--- src/rtl/adc_scan_pkg.sv ---
package adc_scan_pkg;
  localparam int FRAME_W    = 16;
  localparam int TAG_W      = 4;
  localparam int TAG_LSB    = 12;
  localparam int CH_LSB     = 7;
  localparam int MANUAL_BIT = 12;
  localparam int PAD_FRAMES = 2;

  typedef enum logic [1:0] {
    SQ_IDLE,
    SQ_LAUNCH,
    SQ_WAIT,
    SQ_PRESENT
  } seq_state_e;

  // Manual-mode conversion command for one channel
  function automatic logic [FRAME_W-1:0] build_cmd(input logic [TAG_W-1:0] ch);
    logic [FRAME_W-1:0] w;
    w = '0;
    w[MANUAL_BIT] = 1'b1;
    w[CH_LSB +: TAG_W] = ch;
    return w;
  endfunction
endpackage

--- src/rtl/adc_chan_pick.sv ---
module adc_chan_pick #(
  parameter int NUM_CH = 16
) (
  input  logic [NUM_CH-1:0] mask_i,
  output logic              any_o,
  output logic [3:0]        idx_o,
  output logic [NUM_CH-1:0] rest_o
);
  logic [NUM_CH-1:0] below;
  logic [NUM_CH-1:0] first;

  // below[i] is set when any lower channel is still pending
  always_comb begin
    below[0] = 1'b0;
    for (int i = 1; i < NUM_CH; i++) begin
      below[i] = below[i-1] | mask_i[i-1];
    end
  end

  generate
    for (genvar g = 0; g < NUM_CH; g++) begin : g_first
      assign first[g] = mask_i[g] & ~below[g];
    end
  endgenerate

  always_comb begin
    idx_o = '0;
    for (int i = 0; i < NUM_CH; i++) begin
      if (first[i]) idx_o = idx_o | 4'(i);
    end
  end

  assign any_o  = |mask_i;
  assign rest_o = mask_i & ~first;
endmodule

--- src/rtl/adc_word_unpack.sv ---
module adc_word_unpack
  import adc_scan_pkg::*;
#(
  parameter int RES_BITS = 12
) (
  input  logic [FRAME_W-1:0]  word_i,
  input  logic [TAG_W-1:0]    expect_ch_i,
  output logic [RES_BITS-1:0] data_o,
  output logic                tag_err_o
);
  localparam int SHIFT = TAG_LSB - RES_BITS;

  assign data_o    = word_i[SHIFT +: RES_BITS];
  assign tag_err_o = (word_i[TAG_LSB +: TAG_W] != expect_ch_i);
endmodule

--- src/rtl/adc_spi_frame.sv ---
module adc_spi_frame #(
  parameter int FRAME_W  = 16,
  parameter int HALF_DIV = 2
) (
  input  logic               clk,
  input  logic               rst_n,
  input  logic               start_i,
  input  logic [FRAME_W-1:0] tx_word_i,
  output logic [FRAME_W-1:0] rx_word_o,
  output logic               done_o,
  output logic               sclk_o,
  output logic               cs_n_o,
  output logic               mosi_o,
  input  logic               miso_i
);
  localparam int DIV_W = (HALF_DIV > 1) ? $clog2(HALF_DIV) : 1;
  localparam int BIT_W = $clog2(FRAME_W);

  typedef enum logic [1:0] {FX_IDLE, FX_LOW, FX_HIGH, FX_GAP} fx_state_e;

  fx_state_e          st;
  logic [DIV_W-1:0]   div;
  logic [BIT_W-1:0]   bitn;
  logic [FRAME_W-1:0] tx_sh;
  logic [FRAME_W-1:0] rx_sh;
  logic               div_last;

  assign div_last = (div == DIV_W'(HALF_DIV - 1));
  assign mosi_o   = tx_sh[FRAME_W-1];

  always_ff @(posedge clk or negedge rst_n) begin
    if (!rst_n) begin
      st        <= FX_IDLE;
      div       <= '0;
      bitn      <= '0;
      tx_sh     <= '0;
      rx_sh     <= '0;
      rx_word_o <= '0;
      done_o    <= 1'b0;
      sclk_o    <= 1'b0;
      cs_n_o    <= 1'b1;
    end else begin
      done_o <= 1'b0;
      case (st)
        FX_IDLE: begin
          if (start_i) begin
            tx_sh  <= tx_word_i;
            cs_n_o <= 1'b0;
            div    <= '0;
            bitn   <= '0;
            st     <= FX_LOW;
          end
        end
        FX_LOW: begin
          if (div_last) begin
            sclk_o <= 1'b1;
            rx_sh  <= {rx_sh[FRAME_W-2:0], miso_i};
            div    <= '0;
            st     <= FX_HIGH;
          end else begin
            div <= div + 1'b1;
          end
        end
        FX_HIGH: begin
          if (div_last) begin
            sclk_o <= 1'b0;
            div    <= '0;
            if (bitn == BIT_W'(FRAME_W - 1)) begin
              cs_n_o <= 1'b1;
              st     <= FX_GAP;
            end else begin
              tx_sh <= {tx_sh[FRAME_W-2:0], 1'b0};
              bitn  <= bitn + 1'b1;
              st    <= FX_LOW;
            end
          end else begin
            div <= div + 1'b1;
          end
        end
        default: begin
          if (div_last) begin
            done_o    <= 1'b1;
            rx_word_o <= rx_sh;
            div       <= '0;
            st        <= FX_IDLE;
          end else begin
            div <= div + 1'b1;
          end
        end
      endcase
    end
  end
endmodule

--- src/rtl/adc_scan_seq.sv ---
module adc_scan_seq
  import adc_scan_pkg::*;
#(
  parameter int NUM_CH   = 16,
  parameter int RES_BITS = 12,
  parameter int HALF_DIV = 2
) (
  input  logic                clk,
  input  logic                rst_n,
  input  logic                scan_trig_i,
  input  logic [NUM_CH-1:0]   chan_mask_i,
  output logic                busy_o,
  output logic                scan_done_o,
  output logic                overrun_o,
  output logic                spi_sclk_o,
  output logic                spi_cs_n_o,
  output logic                spi_mosi_o,
  input  logic                spi_miso_i,
  output logic                smp_valid_o,
  input  logic                smp_ready_i,
  output logic [RES_BITS-1:0] smp_data_o,
  output logic [3:0]          smp_chan_o,
  output logic                smp_last_o,
  output logic                smp_tag_err_o
);
  localparam int CNT_W = $clog2(NUM_CH + PAD_FRAMES + 1);

  seq_state_e         state;
  logic [NUM_CH-1:0]  rem;
  logic [CNT_W-1:0]   total;
  logic [CNT_W-1:0]   fidx;
  logic [CNT_W-1:0]   mask_cnt;
  logic [3:0]         pipe0, pipe1, pipe2;

  logic               pick_any;
  logic [3:0]         pick_idx;
  logic [NUM_CH-1:0]  pick_rest;
  logic [FRAME_W-1:0] tx_word;
  logic [FRAME_W-1:0] rx_word;
  logic               xfer_done;
  logic [RES_BITS-1:0] unp_data;
  logic               unp_err;

  always_comb begin
    mask_cnt = '0;
    for (int i = 0; i < NUM_CH; i++) begin
      mask_cnt = mask_cnt + CNT_W'(chan_mask_i[i]);
    end
  end

  adc_chan_pick #(.NUM_CH(NUM_CH)) u_pick (
    .mask_i (rem),
    .any_o  (pick_any),
    .idx_o  (pick_idx),
    .rest_o (pick_rest)
  );

  assign tx_word = pick_any ? build_cmd(pick_idx) : '0;

  adc_spi_frame #(.FRAME_W(FRAME_W), .HALF_DIV(HALF_DIV)) u_frame (
    .clk       (clk),
    .rst_n     (rst_n),
    .start_i   (state == SQ_LAUNCH),
    .tx_word_i (tx_word),
    .rx_word_o (rx_word),
    .done_o    (xfer_done),
    .sclk_o    (spi_sclk_o),
    .cs_n_o    (spi_cs_n_o),
    .mosi_o    (spi_mosi_o),
    .miso_i    (spi_miso_i)
  );

  // pipe2 holds the channel commanded two frames before the current one
  adc_word_unpack #(.RES_BITS(RES_BITS)) u_unpack (
    .word_i      (rx_word),
    .expect_ch_i (pipe2),
    .data_o      (unp_data),
    .tag_err_o   (unp_err)
  );

  assign busy_o = (state != SQ_IDLE);

  always_ff @(posedge clk or negedge rst_n) begin
    if (!rst_n) begin
      state         <= SQ_IDLE;
      rem           <= '0;
      total         <= '0;
      fidx          <= '0;
      pipe0         <= '0;
      pipe1         <= '0;
      pipe2         <= '0;
      smp_valid_o   <= 1'b0;
      smp_data_o    <= '0;
      smp_chan_o    <= '0;
      smp_last_o    <= 1'b0;
      smp_tag_err_o <= 1'b0;
      scan_done_o   <= 1'b0;
      overrun_o     <= 1'b0;
    end else begin
      scan_done_o <= 1'b0;
      if (scan_trig_i && (state != SQ_IDLE)) overrun_o <= 1'b1;
      case (state)
        SQ_IDLE: begin
          if (scan_trig_i) begin
            if (chan_mask_i == '0) begin
              scan_done_o <= 1'b1;
            end else begin
              rem       <= chan_mask_i;
              total     <= mask_cnt + CNT_W'(PAD_FRAMES);
              fidx      <= '0;
              overrun_o <= 1'b0;
              state     <= SQ_LAUNCH;
            end
          end
        end
        SQ_LAUNCH: begin
          if (pick_any) rem <= pick_rest;
          pipe2 <= pipe1;
          pipe1 <= pipe0;
          pipe0 <= pick_idx;
          state <= SQ_WAIT;
        end
        SQ_WAIT: begin
          if (xfer_done) begin
            if (fidx >= CNT_W'(PAD_FRAMES)) begin
              smp_valid_o   <= 1'b1;
              smp_data_o    <= unp_data;
              smp_tag_err_o <= unp_err;
              smp_chan_o    <= pipe2;
              smp_last_o    <= (fidx == total - CNT_W'(1));
              state         <= SQ_PRESENT;
            end else begin
              fidx  <= fidx + CNT_W'(1);
              state <= SQ_LAUNCH;
            end
          end
        end
        default: begin
          if (smp_ready_i) begin
            smp_valid_o <= 1'b0;
            if (smp_last_o) begin
              scan_done_o <= 1'b1;
              state       <= SQ_IDLE;
            end else begin
              fidx  <= fidx + CNT_W'(1);
              state <= SQ_LAUNCH;
            end
          end
        end
      endcase
    end
  end
endmodule

--- config.mk ---
export PLATFORM = sky130hd
export DESIGN_NAME = adc_scan_seq
export DESIGN_NICKNAME = d
export VERILOG_FILES = /design/src/rtl/adc_scan_pkg.sv /design/src/rtl/adc_chan_pick.sv /design/src/rtl/adc_word_unpack.sv /design/src/rtl/adc_spi_frame.sv /design/src/rtl/adc_scan_seq.sv
export SDC_FILE = /design/constraint.sdc
export NUM_CORES = 1
export LEC_CHECK = 0
export BUFFER_PORTS_ARGS = -buffer_cell sky130_fd_sc_hd__buf_4
export CORE_MARGIN = 2
export CORE_UTILIZATION = 54
export CTS_CLUSTER_DIAMETER = 150
export DETAILED_ROUTE_END_ITERATION = 10
export PLACE_DENSITY = 0.76
export SETUP_SLACK_MARGIN = 0.4
export SYNTH_ARGS = -nofsm -noshare
export SYNTH_HDL_FRONTEND = slang
export SYNTH_SLANG_ARGS = --single-unit
export TNS_END_PERCENT = 10
--- constraint.sdc ---
create_clock -name clk -period 1.9 [get_ports clk]
set_clock_uncertainty 0.2 [all_clocks]
set_input_delay 0.095 -clock clk [delete_from_list [all_inputs] [get_ports clk]]
set_output_delay 0.095 -clock clk [all_outputs]
set_load 0.03 [all_outputs]
==> impl_results.md <==
* Class of the tightest hold or removal check: input port to flop
* Row count at 36
* Number of nets in the final layout at 664
* Clk pwr share at 29.7%
* Type of the worst setup path: input port to flop
* Sequential cell area fraction in the yosys report at 52.1%
* Mean instance size in the synthesized netlist at 11.2 sq um
* Flop-to-flop setup slack at -280 ps
* Worst hold path cell count at 2
* Maximum number of pins on one net before global-route repair at 48
* Synth Net Count at 523
* Hold path endpoint: rem[2]$_DFFE_PN0P_
* Most common cell after layout, fill and taps aside: sky130_fd_sc_hd__buf_4
* Internal power consumption at 3.26 mW
* Max Cap Violations at 0
* Hold WS at -165 ps
* Critical path arrival at 3130 ps
* Violated checks: negative hold slack, negative setup slack
* Ratio of total power to cell area at 618 nW/um^2
* # clock sinks at 112
* Hold-fix buffers at CTS at 20
* Relative slew slack at 62.5%
* Routability cong. at 0.890
* Number of placed I/O pins at 46
* Detail Route Antenna Nets at 0
* Post-synthesis register bit count at 112
* Unique cell type count in the Yosys netlist at 53
* Remaining global-route overflow at 0
* Data required time at the worst endpoint at 1980 ps
* Number of diodes at 0
* Post-synth EDFFs at 0
* Reg2reg end: smp_chan_o[3]$_DFFE_PN0P_
* Worst reg2reg path depth at 5
* Routed wire length per instance at 16.4 um
* Die area at 10800 sq um
* Die Height at 104 um
* Status: complete, but fails checks
* Final critical delay including setup and external delays at 3050 ps
* Chip width at 104 um
* Launching element type of the critical path: input port
* Final count of negative-setup-slack endpoints at 53
* Fraction of final layout cells with drive strength greater than 1 at 37.5%
* Switching pwr at 1.16 mW
* Clock Pin Slew Worst Setup and Hold Paths at 100 ps
* Half-perimeter wire length of the detailed placement result at 8.38 mm
* Beginning of the worst register-to-register path: fidx[2]$_DFFE_PN0P_
* Starting density of the core at 55.3%
* H-tree depth reported by CTS at 3
* Initial drt markers at 205
* Worst setup EP type: flop
* Most frequent cells in the layout: sky130_fd_sc_hd__buf_4, sky130_fd_sc_hd__dfrtp_1, sky130_fd_sc_hd__nand2_1
* Ys Warns at 0
* Post-route clock period utilization at 160%
* Global-route wire length before repair at 19.9 mm
* Share of power burned in combinational logic at 16.4%
* Number of max-slew violations in the final report at 0
* Layout overhead on the synthesized area at 32.8%
* Buffer type at the clock tree root: sky130_fd_sc_hd__clkbuf_8
* Relative contribution of sequential cells to total power at 54.0%
* Overall track demand over capacity in global routing at 22.9%
* Synthesized cell area at 5380 sq um
* Buffers added on ports at 45
* Number of vias after detailed routing at 4266
* Transition time at the pin with the least slew margin at 561 ps
* Unrepaired setup endpoints after global routing: yes
* Share of flip-flops with an asynchronous set or reset after synthesis at 100%
* Final setup TNS at -13180 ps
* Setup slack at placement at -1550 ps
* Vias/cell at 5.62
* CTS tree: built
* Number of iterations in the first detailed-routing pass at 5
* Worst vdd ir at 0.000493 V
* Total Wirelength at 12.5 mm
* Worst hold start: chan_mask_i[2]
* Dominant synthesized flop cell: sky130_fd_sc_hd__dfrtp_1
* Crit path max fanout at 2
* Area of the core at 9730 sq um
* Net switching fraction of the power at 26.3%
* Post-route non-filler standard cell count at 759
* Total DRC errors in the routed layout at 0
* Number of buffers added by the clock tree synthesis step at 9
* Number of endpoints with negative hold slack in the final report at 2
* Max frequency at 328 MHz
* Number of instances in the synthesized netlist at 482
* Worst setup slack after layout at -1150 ps
* Via count of the first global-routing pass at 4239
* Skew-Pair Late Insertion Delay at 370 ps
* Maximum buffer depth of the clock tree at 2
* Leakage power figure at 3.61 nW
* Initial antenna violation count at 0
* DP Cell Count at 715
==> how the worst max path moves through the flow <==
stage / start / slack (ps) / to / cells after the start
after global routing: chan_mask_i[11] / -1190 / total[4]$_DFFE_PN0P_ / 13
final: chan_mask_i[11] / -1150 / total[4]$_DFFE_PN0P_ / 13
after detailed placement: chan_mask_i[0] / -1550 / total[4]$_DFFE_PN0P_ / 13
after global placement: chan_mask_i[0] / -1460 / total[4]$_DFFE_PN0P_ / 13
after floorplan: chan_mask_i[0] / -1280 / total[4]$_DFFE_PN0P_ / 12
after CTS: chan_mask_i[0] / -1120 / total[4]$_DFFE_PN0P_ / 13
==> layer usage <==
layer / global-route usage, % / share of wire [%]
met4: 9.75 / 2.8
met5: 0 / 0
met3: 4.41 / 4.9
met1: 30.1 / 42
met2: 37.2 / 50
==> sequential cells by signal, indices dropped and copies added (netlist names), 2 cells and up <==
signal / flops
u_frame.bitn: 4
fidx: 5
rem: 16
u_frame.st: 2
pipe0: 4
smp_chan_o: 4
pipe2: 4
smp_data_o: 12
u_frame.rx_sh: 16
u_frame.rx_word_o: 16
u_frame.tx_sh: 9
total: 5
pipe1: 4
state: 2
==> cells in the mapped netlist (4+ instances only) <==
cell type	number	area share, %
sky130_fd_sc_hd__a21oi_1	15	1.4
sky130_fd_sc_hd__a22o_1	16	2.6
sky130_fd_sc_hd__buf_2	4	0.37
sky130_fd_sc_hd__clkbuf_1	14	0.98
sky130_fd_sc_hd__dfrtp_1	111	52
sky130_fd_sc_hd__fa_1	11	4.1
sky130_fd_sc_hd__ha_1	9	2.1
sky130_fd_sc_hd__inv_1	39	2.7
sky130_fd_sc_hd__mux2_2	50	10
sky130_fd_sc_hd__nand2_1	56	3.9
sky130_fd_sc_hd__nand3_1	9	0.84
sky130_fd_sc_hd__nor2_1	19	1.3
sky130_fd_sc_hd__nor3_1	7	0.65
sky130_fd_sc_hd__nor4_1	5	0.58
sky130_fd_sc_hd__o21ai_0	35	3.3
sky130_fd_sc_hd__o31ai_1	8	1.1
sky130_fd_sc_hd__or4_1	4	0.56
sky130_fd_sc_hd__xnor2_1	6	0.98
sky130_fd_sc_hd__xor2_1	6	0.98
==> final cells by class <==
type,instances,area [sq um]
clock buffer,11,141
clock inverter,3,27.5
fill,627,2580
inverter,39,146
multi-input combinational,313,2560
sequential,112,2810
tap,133,166
timing repair buffer,148,1290
==> repair_timing <==
action | CTS | global route
pin swaps | 17 | 16
hold endpoints to repair | 135 | 2
buffers inserted | 2 | 5
gates resized for setup | 34 | 28
setup endpoints to repair | 108 | 198
gates cloned | 1 | 2
==> worst max-delay path, cell delays in order <==
cell and delay (ps):
sky130_fd_sc_hd__buf_8 100, sky130_fd_sc_hd__fa_1 490, sky130_fd_sc_hd__fa_1 510, sky130_fd_sc_hd__inv_2 40, sky130_fd_sc_hd__fa_2 530, sky130_fd_sc_hd__fa_1 420
sky130_fd_sc_hd__inv_2 80, sky130_fd_sc_hd__ha_4 140, sky130_fd_sc_hd__inv_2 40, sky130_fd_sc_hd__fa_2 340, sky130_fd_sc_hd__inv_1 80, sky130_fd_sc_hd__a21oi_2 50
sky130_fd_sc_hd__o31ai_1 200
==> power by group through the flow <==
stage	clock (mW)	combinational [mW]	sequential, mW
floorplan	0	0.379	2.44
global placement	0	0.599	2.43
detailed placement	0	0.631	2.43
CTS	1.33	0.677	2.39
global route	1.42	0.803	2.39
finish	1.31	0.723	2.39
==> per-stage QoR <==
stage / total power, mW / instance area (sq um) / util [%]
after floorplan: 2.82 / 5430 / -
after global placement: 3.03 / 6490 / 66.7
after detailed placement: 3.06 / 6490 / 66.7
after CTS: 4.39 / 6980 / 71.7
after global routing: 4.61 / 7150 / 73.5
final: 4.42 / 7150 / 73.5
==> logic make-up (layout without fill, tap and decap cells) <==
family / count (synthesis) / count (layout) / synth area share, %
buffers and inverters: 58 / 201 / 4.14
muxes: 50 / 50 / 10.5
and+or+nand+nor: 128 / 128 / 12.6
AOI/OAI and AO/OA: 102 / 103 / 12.6
adders and majority gates: 20 / 20 / 6.18
xor gates and xnor gates: 12 / 12 / 1.95
DFF: 112 / 112 / 52.1
(Power assumes the default switching activity.)
